<file path="src/rtl/bwd_pkg.sv">
package bwd_pkg;
  localparam int DATA_W    = 16;
  localparam int LANES     = DATA_W / 8;
  localparam int WIN_BYTES = 16;
  localparam int OFF_W     = $clog2(WIN_BYTES);
  localparam int WORDS     = WIN_BYTES / LANES;
  localparam int WORD_W    = $clog2(WORDS);
  localparam int NREG      = WORDS - 1;
  localparam logic [WORD_W-1:0] SEL_WORD = WORD_W'(WORDS - 1);

  typedef logic [DATA_W-1:0] word_t;
  typedef logic [LANES-1:0]  lane_t;
  typedef logic [WORD_W-1:0] widx_t;
endpackage

</file>
<file path="src/rtl/bwd_decode.sv">
module bwd_decode
  import bwd_pkg::*;
#(
  parameter int ADDR_W  = 16,
  parameter int STRAP_W = 3
) (
  input  logic                             clk,
  input  logic                             rst_n,
  input  logic [ADDR_W-OFF_W-STRAP_W-1:0]  cfg_page,
  input  logic [STRAP_W-1:0]               strap,
  input  logic [ADDR_W-1:0]                addr,
  input  lane_t                            be,
  output logic                             hit,
  output widx_t                            word,
  output lane_t                            lanes,
  output logic                             is_sel
);
  always_comb begin
    hit    = (addr[ADDR_W-1:OFF_W] == {cfg_page, strap});
    word   = addr[OFF_W-1:1];
    lanes  = addr[0] ? (be & lane_t'(2'b10)) : be;
    is_sel = (word == SEL_WORD);
  end

  p_odd_lane_r6: assert property (@(posedge clk) disable iff (!rst_n)
    addr[0] |-> !lanes[0]);
endmodule

</file>
<file path="src/rtl/bwd_bank_select.sv">
module bwd_bank_select
  import bwd_pkg::*;
#(
  parameter int BSEL_W = 2
) (
  input  logic              clk,
  input  logic              rst_n,
  input  logic              load,
  input  logic [BSEL_W-1:0] new_bank,
  output logic [BSEL_W-1:0] bank
);
  always_ff @(posedge clk) begin
    if (!rst_n)    bank <= '0;
    else if (load) bank <= new_bank;
  end

  p_bank_load_r4: assert property (@(posedge clk) disable iff (!rst_n)
    load |=> bank == $past(new_bank));
  p_bank_hold_r4: assert property (@(posedge clk) disable iff (!rst_n)
    !load |=> $stable(bank));
endmodule

</file>
<file path="src/rtl/bwd_bank_regs.sv">
module bwd_bank_regs
  import bwd_pkg::*;
(
  input  logic  clk,
  input  logic  rst_n,
  input  logic  we,
  input  widx_t word,
  input  lane_t lanes,
  input  word_t wdata,
  output word_t rdata
);
  logic [NREG-1:0][DATA_W-1:0] mem;
  logic [NREG*8-1:0] lo_view, hi_view;

  always_ff @(posedge clk) begin
    if (!rst_n) begin
      mem <= '0;
    end else if (we && (int'(word) < NREG)) begin
      for (int l = 0; l < LANES; l++)
        if (lanes[l]) mem[word][8*l +: 8] <= wdata[8*l +: 8];
    end
  end

  always_comb rdata = (int'(word) < NREG) ? mem[word] : '0;

  for (genvar w = 0; w < NREG; w++) begin : g_view
    assign lo_view[8*w +: 8] = mem[w][7:0];
    assign hi_view[8*w +: 8] = mem[w][15:8];
  end

  p_store_hold_r5: assert property (@(posedge clk) disable iff (!rst_n)
    !we |=> $stable(mem));
  p_keep_hi_r6: assert property (@(posedge clk) disable iff (!rst_n)
    (we && !lanes[1]) |=> $stable(hi_view));
  p_keep_lo_r6: assert property (@(posedge clk) disable iff (!rst_n)
    (we && !lanes[0]) |=> $stable(lo_view));
endmodule

</file>
<file path="src/rtl/bank_window_decoder.sv">
module bank_window_decoder
  import bwd_pkg::*;
#(
  parameter int         ADDR_W  = 16,
  parameter int         STRAP_W = 3,
  parameter int         NBANK   = 4,
  parameter logic [7:0] SIG     = 8'h33
) (
  input  logic                            clk,
  input  logic                            rst_n,
  input  logic [ADDR_W-OFF_W-STRAP_W-1:0] cfg_page,
  input  logic [STRAP_W-1:0]              strap,
  input  logic [ADDR_W-1:0]               addr,
  input  logic [1:0]                      be,
  input  logic                            rd,
  input  logic                            wr,
  input  logic [15:0]                     wdata,
  output logic [15:0]                     rdata
);
  localparam int BSEL_W = (NBANK > 1) ? $clog2(NBANK) : 1;

  logic              hit, is_sel;
  widx_t             word;
  lane_t             lanes;
  logic [BSEL_W-1:0] bank;
  logic              sel_load;
  logic [NBANK-1:0]  bank_we;
  word_t             bank_rd [NBANK];
  word_t             sel_word, raw_rd;

  bwd_decode #(.ADDR_W(ADDR_W), .STRAP_W(STRAP_W)) u_dec (
    .clk(clk), .rst_n(rst_n), .cfg_page(cfg_page), .strap(strap),
    .addr(addr), .be(be), .hit(hit), .word(word), .lanes(lanes),
    .is_sel(is_sel)
  );

  assign sel_load = wr && hit && is_sel && lanes[0];

  bwd_bank_select #(.BSEL_W(BSEL_W)) u_sel (
    .clk(clk), .rst_n(rst_n), .load(sel_load),
    .new_bank(wdata[BSEL_W-1:0]), .bank(bank)
  );

  for (genvar b = 0; b < NBANK; b++) begin : g_bank
    assign bank_we[b] = wr && hit && !is_sel && (int'(bank) == b);
    bwd_bank_regs u_regs (
      .clk(clk), .rst_n(rst_n), .we(bank_we[b]), .word(word),
      .lanes(lanes), .wdata(wdata), .rdata(bank_rd[b])
    );
  end

  always_comb begin
    sel_word = {SIG, 8'(bank)};
    raw_rd   = is_sel ? sel_word : bank_rd[bank];
    rdata    = '0;
    if (rd && hit)
      for (int l = 0; l < LANES; l++)
        if (lanes[l]) rdata[8*l +: 8] = raw_rd[8*l +: 8];
  end

  p_one_bank_we_r5: assert property (@(posedge clk) disable iff (!rst_n)
    $onehot0(bank_we));
  p_idle_zero_r7: assert property (@(posedge clk) disable iff (!rst_n)
    !rd |-> rdata == 16'h0000);
  p_outside_zero_r2: assert property (@(posedge clk) disable iff (!rst_n)
    (rd && !hit) |-> rdata == 16'h0000);
  p_sig_r3: assert property (@(posedge clk) disable iff (!rst_n)
    (rd && hit && is_sel && lanes[1]) |-> rdata[15:8] == SIG);
endmodule

</file>
<file path="config.mk">
export PLATFORM = sky130hd
export DESIGN_NAME = bank_window_decoder
export DESIGN_NICKNAME = d
export VERILOG_FILES = /design/src/rtl/bwd_pkg.sv /design/src/rtl/bwd_decode.sv /design/src/rtl/bwd_bank_select.sv /design/src/rtl/bwd_bank_regs.sv /design/src/rtl/bank_window_decoder.sv
export SDC_FILE = /design/constraint.sdc
export NUM_CORES = 1
export LEC_CHECK = 0
export CAP_MARGIN = 0
export CORE_ASPECT_RATIO = 1.5
export CORE_MARGIN = 4
export CORE_UTILIZATION = 65
export CTS_CLUSTER_DIAMETER = 120
export DETAILED_ROUTE_END_ITERATION = 6
export GPL_TIMING_DRIVEN = 0
export PLACE_DENSITY = 0.84
export SLEW_MARGIN = 20
export SYNTH_ARGS = -nofsm -noshare
export SYNTH_HDL_FRONTEND = slang
export SYNTH_SLANG_ARGS = --single-unit
</file>
<file path="constraint.sdc">
create_clock -name clk -period 7.2 [get_ports clk]
set_clock_uncertainty 0.2 [all_clocks]
set_input_delay 1.8 -clock clk [delete_from_list [all_inputs] [get_ports clk]]
set_output_delay 1.8 -clock clk [all_outputs]
set_load 0.02 [all_outputs]
</file>
# After elaboration in Yosys (flattened, before gate mapping)

Index checks and enable logic that the tools add are counted.

Equality and inequality tests: 5
Multiplexer cells: 48
$lt $le $gt $ge: 4
Reduce and logical (&&, ||, !) cells: 16
Bitwise operators: 1

Operators by type and width:

| operator                                                          | number |
|---|---|
| two-way mux 112 bit                                               | 16 |
| bitwise mux 112 bit                                               | 8 |
| two-way mux 16 bit                                                | 13 |
| binary-select mux 16 bit (select 3 bit)                           | 4 |
| demux 16 bit (select 3 bit)                                       | 2 |
| binary-select mux 16 bit (select 2 bit)                           | 1 |
| two-way mux 8 bit                                                 | 3 |
| logical AND 1 bit                                                 | 14 |
| equality test 12 bit                                              | 1 |
| equality test 2 bit, second input constant                        | 2 |
| < comparator 3 x 4 -> 1 bit, second input constant                | 1 |
| equality test 3 bit, second input constant                        | 1 |
| greater-or-equal comparator 3 x 1 -> 1 bit, second input constant | 1 |
| greater-or-equal comparator 3 bit, second input constant          | 1 |
| < comparator 3 bit, second input constant                         | 1 |
| NOT 2 -> 3 bit                                                    | 1 |
| equality test 2 x 1 -> 1 bit, second input constant               | 1 |
| logical NOT 2 bit                                                 | 1 |
| logical NOT 1 bit                                                 | 1 |
| two-way mux 1 bit                                                 | 1 |

Bits in registers: 450
Output and inout bits: 16

# Logic depth before layout (Yosys ltp)

Gate-level depths: netlist of run 1.

Depth in word-level cells: 10
Mapped depth: 9
Depth with buffers taken out: 5

# Cells and area by module

From an unflattened synthesis of run 1, not the netlist that was laid out.

Cells, all modules: 2122
Area total of the unflattened synthesis: 21222.9 um2

By module, submodules not included:

| module              | times used | seq. area each (um2) | cells an instance | area an instance (um2) |
|---|---|---|---|---|
| bwd_bank_regs       | 4          | 2242.2               | 508               | 5092.4 |
| bank_window_decoder | 1          | 0.0                  | 62                | 604.3 |
| bwd_decode          | 1          | 0.0                  | 22                | 176.4 |
| bwd_bank_select     | 1          | 40.0                 | 6                 | 72.6 |

# Worst setup path before layout of run 1

OpenSTA, ideal clock, no wires.

Path type: input to output
From: input port cfg_page[0]
To: output port rdata[4]
Cell stages on the path: 6
Slack: 1.548 ns
Data required time: 5.200 ns
Arrival time: 3.652 ns
Path through: xnor2_1 -> nand4_2 -> nor3_4 -> buf_4 -> nand4_1 -> a211oi_1

Word-level cells in the longest chain between the ends: 3

Ends and longest elaborated chain:

| item                 | line                      | RTL |
|---|---|---|
| start, declared      | bank_window_decoder.sv:11 | `input logic [ADDR_W-OFF_W-STRAP_W-1:0] cfg_page,` |
| equality test 12 bit | bwd_decode.sv:19          | `hit = (addr[ADDR_W-1:OFF_W] == {cfg_page, strap});` |
| logical AND 1 bit    | bank_window_decoder.sv:56 | `if (rd && hit)` |
| two-way mux 16 bit   | bank_window_decoder.sv:56 |  |
| end, declared        | bank_window_decoder.sv:18 | `output logic [15:0] rdata` |

No other way between the ends.

# Worst setup path in the final report of run 1

From: input port addr[1]
To: output port rdata[7]

Word-level cells in the longest chain between the ends: 9

Ends and longest elaborated chain:

| item                                                  | line                      | RTL |
|---|---|---|
| start, declared                                       | bank_window_decoder.sv:13 | `input logic [ADDR_W-1:0] addr,` |
| binary-select mux 16 bit (select 3 bit)               | bwd_bank_regs.sv:24       | `always_comb rdata = (int'(word) < NREG) ? mem[word] : '0;` |
| two-way mux 16 bit (implied by the code)              | bwd_bank_regs.sv:24       |  |
| two-way mux 16 bit                                    | bwd_bank_regs.sv:24       |  |
| binary-select mux 16 bit (select 2 bit)               | bank_window_decoder.sv:54 | `raw_rd = is_sel ? sel_word : bank_rd[bank];` |
| two-way mux 16 bit (implied by the code) (2 in a row) | bank_window_decoder.sv:54 |  |
| two-way mux 16 bit (*)                                | bank_window_decoder.sv:54 |  |
| two-way mux 8 bit (*)                                 | bank_window_decoder.sv:58 | `if (lanes[l]) rdata[8*l +: 8] = raw_rd[8*l +: 8];` |
| two-way mux 16 bit (*)                                | bank_window_decoder.sv:56 |  |

Mark *: on every way between the ends. The rest lies on a longest branch, timed or not. The select of a mux whose other input is x is not followed.

==> results.yml, run 1 <==
placed_design:
  post-place-ws_ps: -874.5
  place_area_um2: 21840
  place_congestion: 1.072
  io_buffers: 63
  hpwl_um: 59690
sta:
  fin_crit_sh_pct: 102.6
  slew_headroom_pct: 15.59
  hold_violations: 0
  fin_tns_setup_ps: -727.9
  fmax_mhz: 135.3
  fin_crit_ps: 7389
  worst_slack_ps: -189.0
  slew_viol_final: 0
  worst-slew-pin-transition_ps: 1266
  setup_viol: 10
pwr:
  p_leak_nw: 11.24
  p_int_mw: 4.040
  p_switching_mw: 1.357
  powerDensity_nw_per_um2: 228.0
  power.share.clock_pct: 46.2
  vdd_ir_drop_max_mv: 0.2327
  switching_share_pct: 25.15
  p_comb_share_pct: 7.7
  power.share.sequential_pct: 46.1
floorplanning:
  start_util_pct: 66.25
  die_y_um: 226.5
  die_w_um: 153.7
  die_area_um2: 34810
  rows: 79
  ios: 66
  core-area_um2: 31240
synth:
  synth_top_area_cell: "dfxtp_1"
  syn_area_per_cell_um2: 9.934
  synth_top_family_by_area: "multiplexers"
  yosysWarnings: 0
  synthFlopType: "dfxtp_1"
  yosys-top-cells-count: "nand2_1, mux2i_1, dfxtp_1"
  synth_adder_area_share_pct: 0
  synth_compound_area_share_pct: 8.961
  ys_seq_area_share_pct: 43.54
  synth-xor-area-share_pct: 0.5079
  synth_mux_area_share_pct: 28.21
  synth_most_common_cell: "nand2_1"
  ys_ff_latch: 450
  yosysUniqueCellTypes: 64
  syn-num-nets: 2133
  syn_area_um2: 20690
  synth-edff-count: 0
  syn_inst: 2083
  async_reset_ff_share_pct: 0
  yosysTopAreaCellShare_pct: 43.54
  synth.area.top_cells: "dfxtp_1, mux2i_1, nand2_1"
  synthSimpleGateAreaFrac_pct: 15.22
min_path:
  hp-class: "flop to flop"
run:
  drv_cap: 0
status:
  status: "complete, but fails checks"
  violations: "design-rule violations, negative setup slack"
finish:
  area_delta_synth_final_pct: 14.41
  final_area_um2: 23670
  finalNetCount: 2255
  layout-drive-gt1-share_pct: 14.13
route:
  drtPass1Iterations: 7
  vias: 18877
  drt_iter0_markers: 2826
  detail-route-antenna-nets: 0
  vias_per_cell: 7.142
  drt-total-wl_um: 86390
  wl_per_cell_um: 32.69
  drc_errors: 1
clock_tree:
  numCtsBuffers: 43
  root_buffer: "clkbuf_16"
  cts.sinks: 450
  path_clk_slew_ps: 60
  cts_tree: "yes"
  hold_buffers: 0
  h-tree-depth: 2
  clockBufferDepth: 3
  insertion_delay_ps: 580
worst_setup_path:
  crit_type: "input pin to output pin"
  critical_path_required_ps: 5200
  worst_setup_path_end_kind: "output pin"
  arrival_ps: 5390
  critPathLaunchType: "input pin"
  crit_fanout: 10
global_routing:
  grtUsageMet3_pct: 17.05
  overflow: 0
  grt_most_used_layer: "met2"
  grt_max_degree: 16
  use_met2_pct: 71.56
  grt.total_usage_pct: 47.78
  grtUsageMet1_pct: 55.00
  first_global_vias: 18235
  grt_pass1_wl_um: 122100
  antenna_found_initial: 3
==> final cells by class <==
type / count / area (um2)
clock buffer: 59 / 1279
timing repair buffer: 79 / 767.0
antenna: 2 / 5.005
buffer: 157 / 822.0
sequential: 450 / 9009
clock inverter: 17 / 246.5
tap: 405 / 506.7
inverter: 6 / 22.52
fill: 2268 / 7561
multi-input combinational: 1468 / 11020
==> per-stage QoR <==
stage | hold slack, ps | total power [mW] | cells | utilization, %
after floorplan | 233.5 | 2.714 | 2083 | -
after global placement | 240.6 | 2.906 | 2551 | 69.89
after detailed placement | 249.4 | 2.909 | 2551 | 69.92
after CTS | 259.1 | 5.312 | 2634 | 75.41
after global routing | 269.7 | 5.430 | 2642 | 75.79
final | 256.0 | 5.397 | 2643 | 75.79
==> power groups by stage <==
| stage | clock [mW] | combinational (mW) | sequential (mW) |
|---|---|---|---|
| after floorplan | 0 | 0.170 | 2.54 |
| after global placement | 0 | 0.361 | 2.54 |
| after detailed placement | 0 | 0.364 | 2.54 |
| after CTS | 2.45 | 0.376 | 2.49 |
| after global routing | 2.54 | 0.398 | 2.49 |
| final | 2.50 | 0.414 | 2.49 |
==> final timing paths <==
check                                                 start                            to  slack, ps  cells past startpoint
worst max-delay path                                addr[1]                      rdata[7]       -190                      9
worst min-delay path            g_bank[2].u_regs.hi_view[3]   g_bank[2].u_regs.hi_view[3]        260                      2
worst max register to register                u_sel.bank[1]  g_bank[3].u_regs.lo_view[38]       4030                      6
worst min register to register  g_bank[2].u_regs.hi_view[3]   g_bank[2].u_regs.hi_view[3]        260                      2
==> critical path, stage by stage <==
cell,delay [ps]
buf_2,150
inv_2,210
buf_1,850
clkbuf_2,620
o21ai_0,210
a41oi_1,390
o21ai_0,150
a21oi_1,320
clkdlybuf4s50_1,680
==> timing repair <==
item,CTS,global route
endpoints found under the setup margin,16,15
gates resized for setup,54,23
setup buffers,8,8
pin swaps,0,1
==> routing by layer <==
layer / up-vias / share of wire (%)
li1: 7618 / -
met1: 8860 / 33
met2: 1789 / 42
met3: 610 / 14
met4: 0 / 11
met5: - / 0
==> flip-flops by register name (all words and copies together) (netlist names) <==
name	cells
g_bank.u_regs.hi_view	224
g_bank.u_regs.lo_view	224
u_sel.bank	2
==> kinds of logic (layout without fill, tap and decap cells) <==
group | Yosys count | after routing
AND/OR/NAND/NOR | 651 | 651
AO/OA/AOI/OAI | 247 | 247
flip-flops | 450 | 450
other | 0 | 2
multiplexers | 558 | 558
XOR/XNOR | 12 | 12
buffers and inverters | 165 | 318
==> cells in the final DEF (no fill, tap or decap), types with 10 or more instances in the layout <==
cell,synthesis,layout
mux2_2,62,62
nand2_2,24,24
clkbuf_1,112,98
nor2_1,26,24
a221oi_1,34,34
clkbuf_16,0,45
o211ai_1,13,13
o2bb2ai_1,15,15
buf_4,18,37
clkbuf_8,0,10
mux4_2,14,14
nand2_1,504,504
buf_6,3,11
xnor2_1,12,12
dfxtp_1,450,450
a22oi_1,49,49
clkbuf_4,0,10
nand3_1,16,16
a221o_1,16,16
o221ai_1,14,14
a21oi_1,36,36
nor2_2,10,11
nand3_4,24,24
buf_2,22,12
mux2i_1,482,482
clkdlybuf4s50_1,0,60
o21ai_0,24,24
Note: power is estimated with default switching activity, not from simulation.
==> run 2: changes to the inputs <==
--- a/config.mk
+++ b/config.mk
@@ -9,7 +9,6 @@
 export CORE_ASPECT_RATIO = 1.5
 export CORE_MARGIN = 4
 export CORE_UTILIZATION = 65
-export CTS_CLUSTER_DIAMETER = 120
 export DETAILED_ROUTE_END_ITERATION = 6
 export GPL_TIMING_DRIVEN = 0
 export PLACE_DENSITY = 0.84
==> results of run 2 <==
The final DEF is identical to that of run 1; final timing and power are the same.
